File: src/rtl/dmag_pkg.sv
package dmag_pkg;

  typedef enum logic [1:0] {
    K_DIRECT   = 2'd0,
    K_MOVE     = 2'd1,
    K_INDIRECT = 2'd2,
    K_NONE     = 2'd3
  } op_kind_e;

  typedef enum logic [1:0] {
    PM_HOLD = 2'd0,
    PM_INC  = 2'd1,
    PM_DEC  = 2'd2,
    PM_OFFS = 2'd3
  } ptr_mode_e;

endpackage

File: src/rtl/dmag_bank_map.sv
module dmag_bank_map #(
  parameter int FW = 8,
  parameter int BW = 4,
  parameter logic [FW-1:0] SPLIT = 8'h60
) (
  input  logic [FW-1:0]    file_addr,
  input  logic             acc_bit,
  input  logic [BW-1:0]    bank_sel,
  output logic [FW+BW-1:0] direct_addr
);
  localparam int AW = FW + BW;

  // Fixed access bank: the lower part maps to the bottom of memory,
  // the upper part to the special function register region at the top.
  function automatic logic [AW-1:0] access_map(input logic [FW-1:0] f);
    if (f < SPLIT) return {{BW{1'b0}}, f};
    else           return {{BW{1'b1}}, f};
  endfunction

  function automatic logic [AW-1:0] banked(input logic [BW-1:0] b, input logic [FW-1:0] f);
    return {b, f};
  endfunction

  assign direct_addr = acc_bit ? banked(bank_sel, file_addr) : access_map(file_addr);

endmodule

File: src/rtl/dmag_ptr_file.sv
module dmag_ptr_file
  import dmag_pkg::*;
#(
  parameter int NPTR = 3,
  parameter int AW = 12,
  parameter int DW = 8,
  parameter int SW = 2,
  parameter logic [AW-1:0] BASE = 12'hFE0
) (
  input  logic                 clk,
  input  logic                 rst_n,
  input  logic                 acc_en,
  input  logic [SW-1:0]        acc_sel,
  input  logic [1:0]           acc_mode,
  input  logic                 sfr_we,
  input  logic [AW-1:0]        sfr_waddr,
  input  logic [DW-1:0]        sfr_wdata,
  input  logic [AW-1:0]        sfr_raddr,
  output logic [DW-1:0]        sfr_rdata,
  output logic                 sfr_rhit,
  output logic [AW-1:0]        cur_ptr,
  output logic                 sel_ok,
  output logic [NPTR*AW-1:0]   ptr_flat
);
  localparam int HW = AW - DW;

  logic [NPTR-1:0][AW-1:0] ptr_q;
  logic [NPTR-1:0] upd_en;
  logic [NPTR-1:0] wr_lo_hit;
  logic [NPTR-1:0] wr_hi_hit;
  logic [NPTR-1:0] rd_lo_hit;
  logic [NPTR-1:0] rd_hi_hit;
  logic [NPTR-1:0] acc_hit;

  function automatic logic [AW-1:0] step_ptr(input logic [AW-1:0] p, input logic [1:0] m);
    case (m)
      PM_INC:  return p + AW'(1);
      PM_DEC:  return p - AW'(1);
      default: return p;
    endcase
  endfunction

  function automatic logic [AW-1:0] lo_byte_addr(input int k);
    return BASE + AW'(2 * k);
  endfunction

  function automatic logic [AW-1:0] hi_byte_addr(input int k);
    return BASE + AW'(2 * k + 1);
  endfunction

  for (genvar k = 0; k < NPTR; k++) begin : g_ptr
    assign acc_hit[k]   = acc_en && (acc_sel == SW'(k));
    assign upd_en[k]    = acc_hit[k] && (acc_mode == PM_INC || acc_mode == PM_DEC);
    assign wr_lo_hit[k] = sfr_we && (sfr_waddr == lo_byte_addr(k));
    assign wr_hi_hit[k] = sfr_we && (sfr_waddr == hi_byte_addr(k));
    assign rd_lo_hit[k] = (sfr_raddr == lo_byte_addr(k));
    assign rd_hi_hit[k] = (sfr_raddr == hi_byte_addr(k));
    assign ptr_flat[k*AW +: AW] = ptr_q[k];

    always_ff @(posedge clk) begin
      if (!rst_n) begin
        ptr_q[k] <= '0;
      end else if (wr_lo_hit[k] || wr_hi_hit[k]) begin
        if (wr_lo_hit[k]) ptr_q[k][DW-1:0]  <= sfr_wdata;
        if (wr_hi_hit[k]) ptr_q[k][AW-1:DW] <= sfr_wdata[HW-1:0];
      end else if (upd_en[k]) begin
        ptr_q[k] <= step_ptr(ptr_q[k], acc_mode);
      end
    end


    step_chk: assert property (@(posedge clk) disable iff (!rst_n)
      upd_en[k] && !(wr_lo_hit[k] || wr_hi_hit[k])
      |=> ptr_q[k] == step_ptr($past(ptr_q[k]), $past(acc_mode)));


    wr_prio_lo_chk: assert property (@(posedge clk) disable iff (!rst_n)
      wr_lo_hit[k] |=> ptr_q[k][DW-1:0] == $past(sfr_wdata) && ptr_q[k][AW-1:DW] == $past(ptr_q[k][AW-1:DW]));


    wr_prio_hi_chk: assert property (@(posedge clk) disable iff (!rst_n)
      wr_hi_hit[k] |=> ptr_q[k][DW-1:0] == $past(ptr_q[k][DW-1:0]));


    hold_chk: assert property (@(posedge clk) disable iff (!rst_n)
      acc_hit[k] && (acc_mode == PM_HOLD || acc_mode == PM_OFFS) && !(wr_lo_hit[k] || wr_hi_hit[k])
      |=> $stable(ptr_q[k]));
  end

  always_comb begin
    sfr_rdata = '0;
    sfr_rhit  = 1'b0;
    for (int k = 0; k < NPTR; k++) begin
      if (rd_lo_hit[k]) begin
        sfr_rdata = ptr_q[k][DW-1:0];
        sfr_rhit  = 1'b1;
      end
      if (rd_hi_hit[k]) begin
        sfr_rdata = {{(DW-HW){1'b0}}, ptr_q[k][AW-1:DW]};
        sfr_rhit  = 1'b1;
      end
    end
  end

  always_comb begin
    cur_ptr = '0;
    sel_ok  = 1'b0;
    for (int k = 0; k < NPTR; k++) begin
      if (acc_sel == SW'(k)) begin
        cur_ptr = ptr_q[k];
        sel_ok  = 1'b1;
      end
    end
  end


  hi_read_chk: assert property (@(posedge clk) disable iff (!rst_n)
    (|rd_hi_hit) |-> sfr_rhit && sfr_rdata[DW-1:HW] == '0);


  one_step_chk: assert property (@(posedge clk) disable iff (!rst_n)
    $onehot0(upd_en));

endmodule

File: src/rtl/dmag_addr_gen.sv
module dmag_addr_gen
  import dmag_pkg::*;
#(
  parameter int FW = 8,
  parameter int BW = 4,
  parameter int NPTR = 3,
  parameter int SW = 2,
  parameter logic [FW+BW-1:0] PTR_BASE = 12'hFE0,
  parameter logic [FW-1:0] ACC_SPLIT = 8'h60
) (
  input  logic                       clk,
  input  logic                       rst_n,
  input  logic                       op_valid,
  input  logic [1:0]                 op_kind,
  input  logic [FW-1:0]              file_addr,
  input  logic                       acc_bit,
  input  logic                       dst_bit,
  input  logic [BW-1:0]              bank_sel,
  input  logic [FW+BW-1:0]           mv_src,
  input  logic [FW+BW-1:0]           mv_dst,
  input  logic [SW-1:0]              ptr_sel,
  input  logic [1:0]                 ptr_mode,
  input  logic [FW-1:0]              ptr_off,
  input  logic                       sfr_we,
  input  logic [FW+BW-1:0]           sfr_waddr,
  input  logic [FW-1:0]              sfr_wdata,
  input  logic [FW+BW-1:0]           sfr_raddr,
  output logic [FW-1:0]              sfr_rdata,
  output logic                       sfr_rhit,
  output logic [FW+BW-1:0]           eff_addr,
  output logic [FW+BW-1:0]           mv_dst_addr,
  output logic                       to_wreg,
  output logic [NPTR*(FW+BW)-1:0]    ptr_vals
);
  localparam int AW = FW + BW;

  logic [AW-1:0] direct_addr;
  logic [AW-1:0] cur_ptr;
  logic [AW-1:0] ind_addr;
  logic          sel_ok;
  logic          ind_en;

  function automatic logic [AW-1:0] ind_target(input logic [AW-1:0] p,
                                               input logic [1:0] m,
                                               input logic [FW-1:0] off);
    if (m == PM_OFFS) return p + {{(AW-FW){off[FW-1]}}, off};
    else              return p;
  endfunction

  dmag_bank_map #(.FW(FW), .BW(BW), .SPLIT(ACC_SPLIT)) u_map (
    .file_addr   (file_addr),
    .acc_bit     (acc_bit),
    .bank_sel    (bank_sel),
    .direct_addr (direct_addr)
  );

  assign ind_en = op_valid && (op_kind == K_INDIRECT);

  dmag_ptr_file #(.NPTR(NPTR), .AW(AW), .DW(FW), .SW(SW), .BASE(PTR_BASE)) u_ptrs (
    .clk       (clk),
    .rst_n     (rst_n),
    .acc_en    (ind_en),
    .acc_sel   (ptr_sel),
    .acc_mode  (ptr_mode),
    .sfr_we    (sfr_we),
    .sfr_waddr (sfr_waddr),
    .sfr_wdata (sfr_wdata),
    .sfr_raddr (sfr_raddr),
    .sfr_rdata (sfr_rdata),
    .sfr_rhit  (sfr_rhit),
    .cur_ptr   (cur_ptr),
    .sel_ok    (sel_ok),
    .ptr_flat  (ptr_vals)
  );

  assign ind_addr = ind_target(cur_ptr, ptr_mode, ptr_off);

  always_comb begin
    eff_addr    = '0;
    mv_dst_addr = '0;
    to_wreg     = 1'b0;
    if (op_valid) begin
      case (op_kind)
        K_DIRECT: begin
          eff_addr = direct_addr;
          to_wreg  = !dst_bit;
        end
        K_MOVE: begin
          eff_addr    = mv_src;
          mv_dst_addr = mv_dst;
        end
        K_INDIRECT: begin
          if (sel_ok) begin
            eff_addr = ind_addr;
            to_wreg  = !dst_bit;
          end
        end
        default: ;
      endcase
    end
  end


  acc_region_chk: assert property (@(posedge clk) disable iff (!rst_n)
    op_valid && op_kind == K_DIRECT && !acc_bit
    |-> eff_addr[FW-1:0] == file_addr &&
        (eff_addr[AW-1:FW] == '0 || eff_addr[AW-1:FW] == '1));


  banked_chk: assert property (@(posedge clk) disable iff (!rst_n)
    op_valid && op_kind == K_DIRECT && acc_bit |-> eff_addr[AW-1:FW] == bank_sel);


  move_chk: assert property (@(posedge clk) disable iff (!rst_n)
    op_valid && op_kind == K_MOVE |-> !to_wreg && eff_addr == mv_src && mv_dst_addr == mv_dst);


  idle_chk: assert property (@(posedge clk) disable iff (!rst_n)
    !op_valid |-> !to_wreg && eff_addr == '0);


  pre_update_chk: assert property (@(posedge clk) disable iff (!rst_n)
    ind_en && sel_ok && ptr_mode != PM_OFFS |-> eff_addr == ptr_vals[ptr_sel*AW +: AW]);

endmodule

File: config.mk
export PLATFORM = sky130hd
export DESIGN_NAME = dmag_addr_gen
export DESIGN_NICKNAME = d
export VERILOG_FILES = /design/src/rtl/dmag_pkg.sv /design/src/rtl/dmag_bank_map.sv /design/src/rtl/dmag_ptr_file.sv /design/src/rtl/dmag_addr_gen.sv
export SDC_FILE = /design/constraint.sdc
export NUM_CORES = 1
export LEC_CHECK = 0
export BUFFER_PORTS_ARGS = -buffer_cell sky130_fd_sc_hd__buf_2
export CAP_MARGIN = 10
export CORE_ASPECT_RATIO = 1.75
export CORE_MARGIN = 2
export CORE_UTILIZATION = 40
export DETAILED_ROUTE_END_ITERATION = 6
export PLACE_DENSITY = 0.68
export SLEW_MARGIN = 20
export SYNTH_ARGS = -nofsm -noshare
export SYNTH_HDL_FRONTEND = slang
export SYNTH_SLANG_ARGS = --single-unit
File: constraint.sdc
create_clock -name clk -period 3.8 [get_ports clk]
set_input_delay 0.76 -clock clk [delete_from_list [all_inputs] [get_ports clk]]
set_output_delay 0.76 -clock clk [all_outputs]
set_load 0.02 [all_outputs]
==> impl_metrics.csv <==
group,metric,value,unit
worst_setup_path,worst_path_largest_cell_delay,350,ps
worst_setup_path,crit_arrival,2960,ps
synth,syn_avg_cell_area,7.48,sq um
worst_setup_path,critical_path_required,3040,ps
clock_tree,clk_latency,290,ps
synth,synth_edf_count,0,
timing,drv_slew,0,
synth,synth_cells,652,
floorplan,core,11900,sq um
timing,tightest_slew,708,ps
worst_setup_path,cp-start-kind,"primary input",
layout,area_delta_synth_final,35.8,%
timing,slew_headroom,52.5,%
placement,place_ws,-263,ps
power_and_ir_drop,combPwrFrac,30.0,%
synth,syn_area,4880,sq um
synth,ys.flop_type,"dfxtp_1",
timing,rsz0062_at_grt,"yes",
floorplan,die_w,87.5,um
clock_tree,path_clk_slew,50,ps
layout,drive_gt1_share,33.5,%
synth,async_flop_share,0,%
global_routing,grt_overflow_total,0,
timing,period_share,97.9,%
worst_setup_path,path_delay_family,"compound AO/OA/AOI/OAI gates",
detailed_routing,ant_nets,0,
synth,syn_nets,788,
layout,nets,987,
worst_setup_path,critPathBufInv,4,
placement,io_buffers,157,
global_routing,busiest_layer,"met2",
synth,synth_cell_types,75,
clock_tree,cts_hold_buf,0,
placement,placedCellCount,974,
clock_tree,cts_root_buffer,"clkbuf_16",
timing,final_hold_viol_count,0,
clock_tree,clockBufferDepth,2,
power_and_ir_drop,power.total,0.00115,W
power_and_ir_drop,sequentialPowerShare,33.4,%
synth,yosys_warnings,0,
power_and_ir_drop,clockPowerShare,36.6,%
layout,fin_cells,989,
power_and_ir_drop,p_sw,0.000363,W
floorplan,dieArea,13100,sq um
floorplan,die_y,150,um
floorplan,start_util,40.9,%
timing,period_minus_slack,3720,ps
power_and_ir_drop,p_sw_share,31.5,%
power_and_ir_drop,power_density,174,nW/um^2
placement,place_hpwl,15.1,mm
global_routing,antenna_found_initial,0,
worst_setup_path,critPathMaxFanout,6,
detailed_routing,drt-pass1-iter-count,7,
layout,fillerInstances,1137,
global_routing,grt_pass1_vias,5710,
job,cap_viol_max_count,0,
worst_setup_path,endpoint_kind,"output pin",
global_routing,grt_util_met2,50.1,%
power_and_ir_drop,p_int,0.000790,W
timing,setup_slack,80.4,ps
clock_tree,cts_max_level,2,
global_routing,grt_use_met3,4.74,%
global_routing,met1_usage,28.5,%
power_and_ir_drop,power_leakage,3.18,nW
timing,setup_viol,0,
worst_setup_path,slowest_stage,"ha_2",
timing,finalSetupTns,0,ps
timing,skew,3.53,ps
global_routing,grt_pass1_wl,28.2,mm
layout,multi_input_area,4150,sq um
layout,seq_area,721,sq um
detailed_routing,vias_per_cell,6.08,
layout,final_util,55.5,%
global_routing,grt_max_degree,36,
power_and_ir_drop,ir_worst_vdd,0.000176,V
worst_setup_path,worstPathCellList,"buf_12 -> clkbuf_16 -> mux2i_1 -> o21ai_2 -> ha_2 -> o21ai_2 -> buf_4 -> a21oi_1 -> a211oi_2 -> nor3b_4 -> mux2i_1 -> o21ai_1 -> buf_4",
global_routing,track_usage,27.6,%
clock_tree,cts_buffers,5,
synth,synth-seq-cells,36,
synth,seq_area_frac_synth,14.8,%
floorplan,ios,158,
detailed_routing,initialDrtViolationCount,362,
layout,diodes,0,
timing,fmax,269,MHz
detailed_routing,wl_per_cell,19.2,um
placement,place_congestion,0.971,
clock_tree,cts_tree,"done",
floorplan,rows,53,
detailed_routing,vias,6016,
layout,largest_reg_flops,36,
clock_tree,cts_sinks,36,
status,status,"complete, no violations",
detailed_routing,drc,0,
worst_setup_path,path_class,"primary input to output pin",
detailed_routing,drt_wl_total,19.0,mm
worst_hold_path,hold_path.class,"flip-flop to flip-flop",
[power groups by stage]
stage | registers, W | clock network [W] | logic, W
finish | 0.000385 | 0.000421 | 0.000346
global route | 0.000385 | 0.000436 | 0.000375
CTS | 0.000385 | 0.000424 | 0.000323
detailed placement | 0.000393 | 0 | 0.000317
global placement | 0.000393 | 0 | 0.000315
floorplan | 0.000395 | 0 | 0.000179
[stage by stage]
step	hold WS, ps	instance area (sq um)
global placement	577	6150
global route	637	6620
CTS	590	6380
finish	603	6620
detailed placement	582	6150
floorplan	602	4880
[worst register-to-register path, delay by kind of cell (launching register included)]
kind / cells / cell delay (ps)
compound gates: 4 / 1270
flops: 1 / 320
fa+ha+maj: 1 / 310
simple gates: 2 / 330
buf+inv: 1 / 160
[repair_timing]
action | in CTS | in global routing
endpoints found under the setup margin | 7 | 9
gates cloned | 0 | 2
setup buffers | 2 | 5
endpoints found under the hold margin | 0 | 0
gates resized for setup | 21 | 49
pin swaps | 6 | 21
[routing by layer]
layer,wire length (um),up-vias
met5,0,-
met4,1130,0
met1,6720,2738
met3,1420,84
met2,9760,328
li1,-,2866
[cell type report]
cell class,instances,area share (%)
Timing Repair Buffer,221,20.4
Sequential cell,36,10.9
Clock buffer,6,2.10
Clock inverter,2,0.151
Multi-Input combinational cell,565,62.6
Tap cell,137,2.59
Inverter,22,1.25
[synth_stat cells, drive strengths merged (4+ instances only)]
| cell type | n | area [sq um] |
|---|---|---|
| o211ai | 6 | 45.0 |
| a211o | 5 | 43.8 |
| ha | 44 | 551 |
| buf | 10 | 55.1 |
| a221oi | 7 | 61.3 |
| o22a | 4 | 35.0 |
| o21ai | 54 | 297 |
| nor2b | 13 | 81.3 |
| a31oi | 8 | 50.1 |
| a311oi | 4 | 35.0 |
| a21oi | 52 | 260 |
| nor3b | 5 | 37.5 |
| and3 | 14 | 87.6 |
| nand2b | 11 | 68.8 |
| clkbuf | 19 | 71.3 |
| nand2 | 50 | 190 |
| o21a | 14 | 105 |
| nand3 | 16 | 80.1 |
| nor4 | 6 | 73.8 |
| mux2i | 32 | 320 |
| or2 | 4 | 25.0 |
| nor3 | 15 | 80.1 |
| dfxtp | 36 | 721 |
| inv | 21 | 78.8 |
| fa | 4 | 80.1 |
| xor2 | 7 | 61.3 |
| a211oi | 17 | 128 |
| or4 | 4 | 33.8 |
| a21o | 11 | 82.6 |
| o221ai | 11 | 96.3 |
| xnor2 | 16 | 140 |
| nor2 | 73 | 274 |
| or3 | 4 | 25.0 |
[final timing paths]
| check | start | to | slack, ps | depth (start not counted) |
|---|---|---|---|---|
| max | ptr_sel[0] | eff_addr[11] | 80 | 13 |
| min reg2reg | u_ptrs.ptr_flat[4]$_SDFFE_PN0P_ | u_ptrs.ptr_flat[4]$_SDFFE_PN0P_ | 600 | 2 |
| min | u_ptrs.ptr_flat[4]$_SDFFE_PN0P_ | u_ptrs.ptr_flat[4]$_SDFFE_PN0P_ | 600 | 2 |
| max reg2reg | u_ptrs.ptr_flat[25]$_SDFFE_PN0P_ | u_ptrs.ptr_flat[35]$_SDFFE_PN0P_ | 1340 | 8 |
[cells by family after synthesis]
logic type / synth area share, %
buffers and inverters: 4.28
flip-flops: 14.8
AO/OA/AOI/OAI: 31.4
multiplexers: 7.26
XOR/XNOR: 4.13
adder cells (fa/ha/maj): 12.9
AND/OR/NAND/NOR: 25.2
[layout by cell type, fill, tap and decap left out, types with 5 or more instances in the layout]
master and n:
o21ai_0 36, buf_6 5, dfxtp_1 36, xor2_1 7, nand2_1 47, clkbuf_16 6
a211oi_1 15, nor2_1 73, ha_1 38, a211o_1 5, nor2b_1 12, mux2i_1 29
nand2b_1 11, inv_1 21, a31oi_1 8, o211ai_1 6, a21oi_1 48, o221ai_1 11
xnor2_1 16, nor3_1 14, buf_4 59, buf_2 153, a21o_1 11, a221oi_1 7
and3_1 14, o21ai_2 11, nand3_1 16, o21a_1 14
Power figures use the tool's default switching activity.
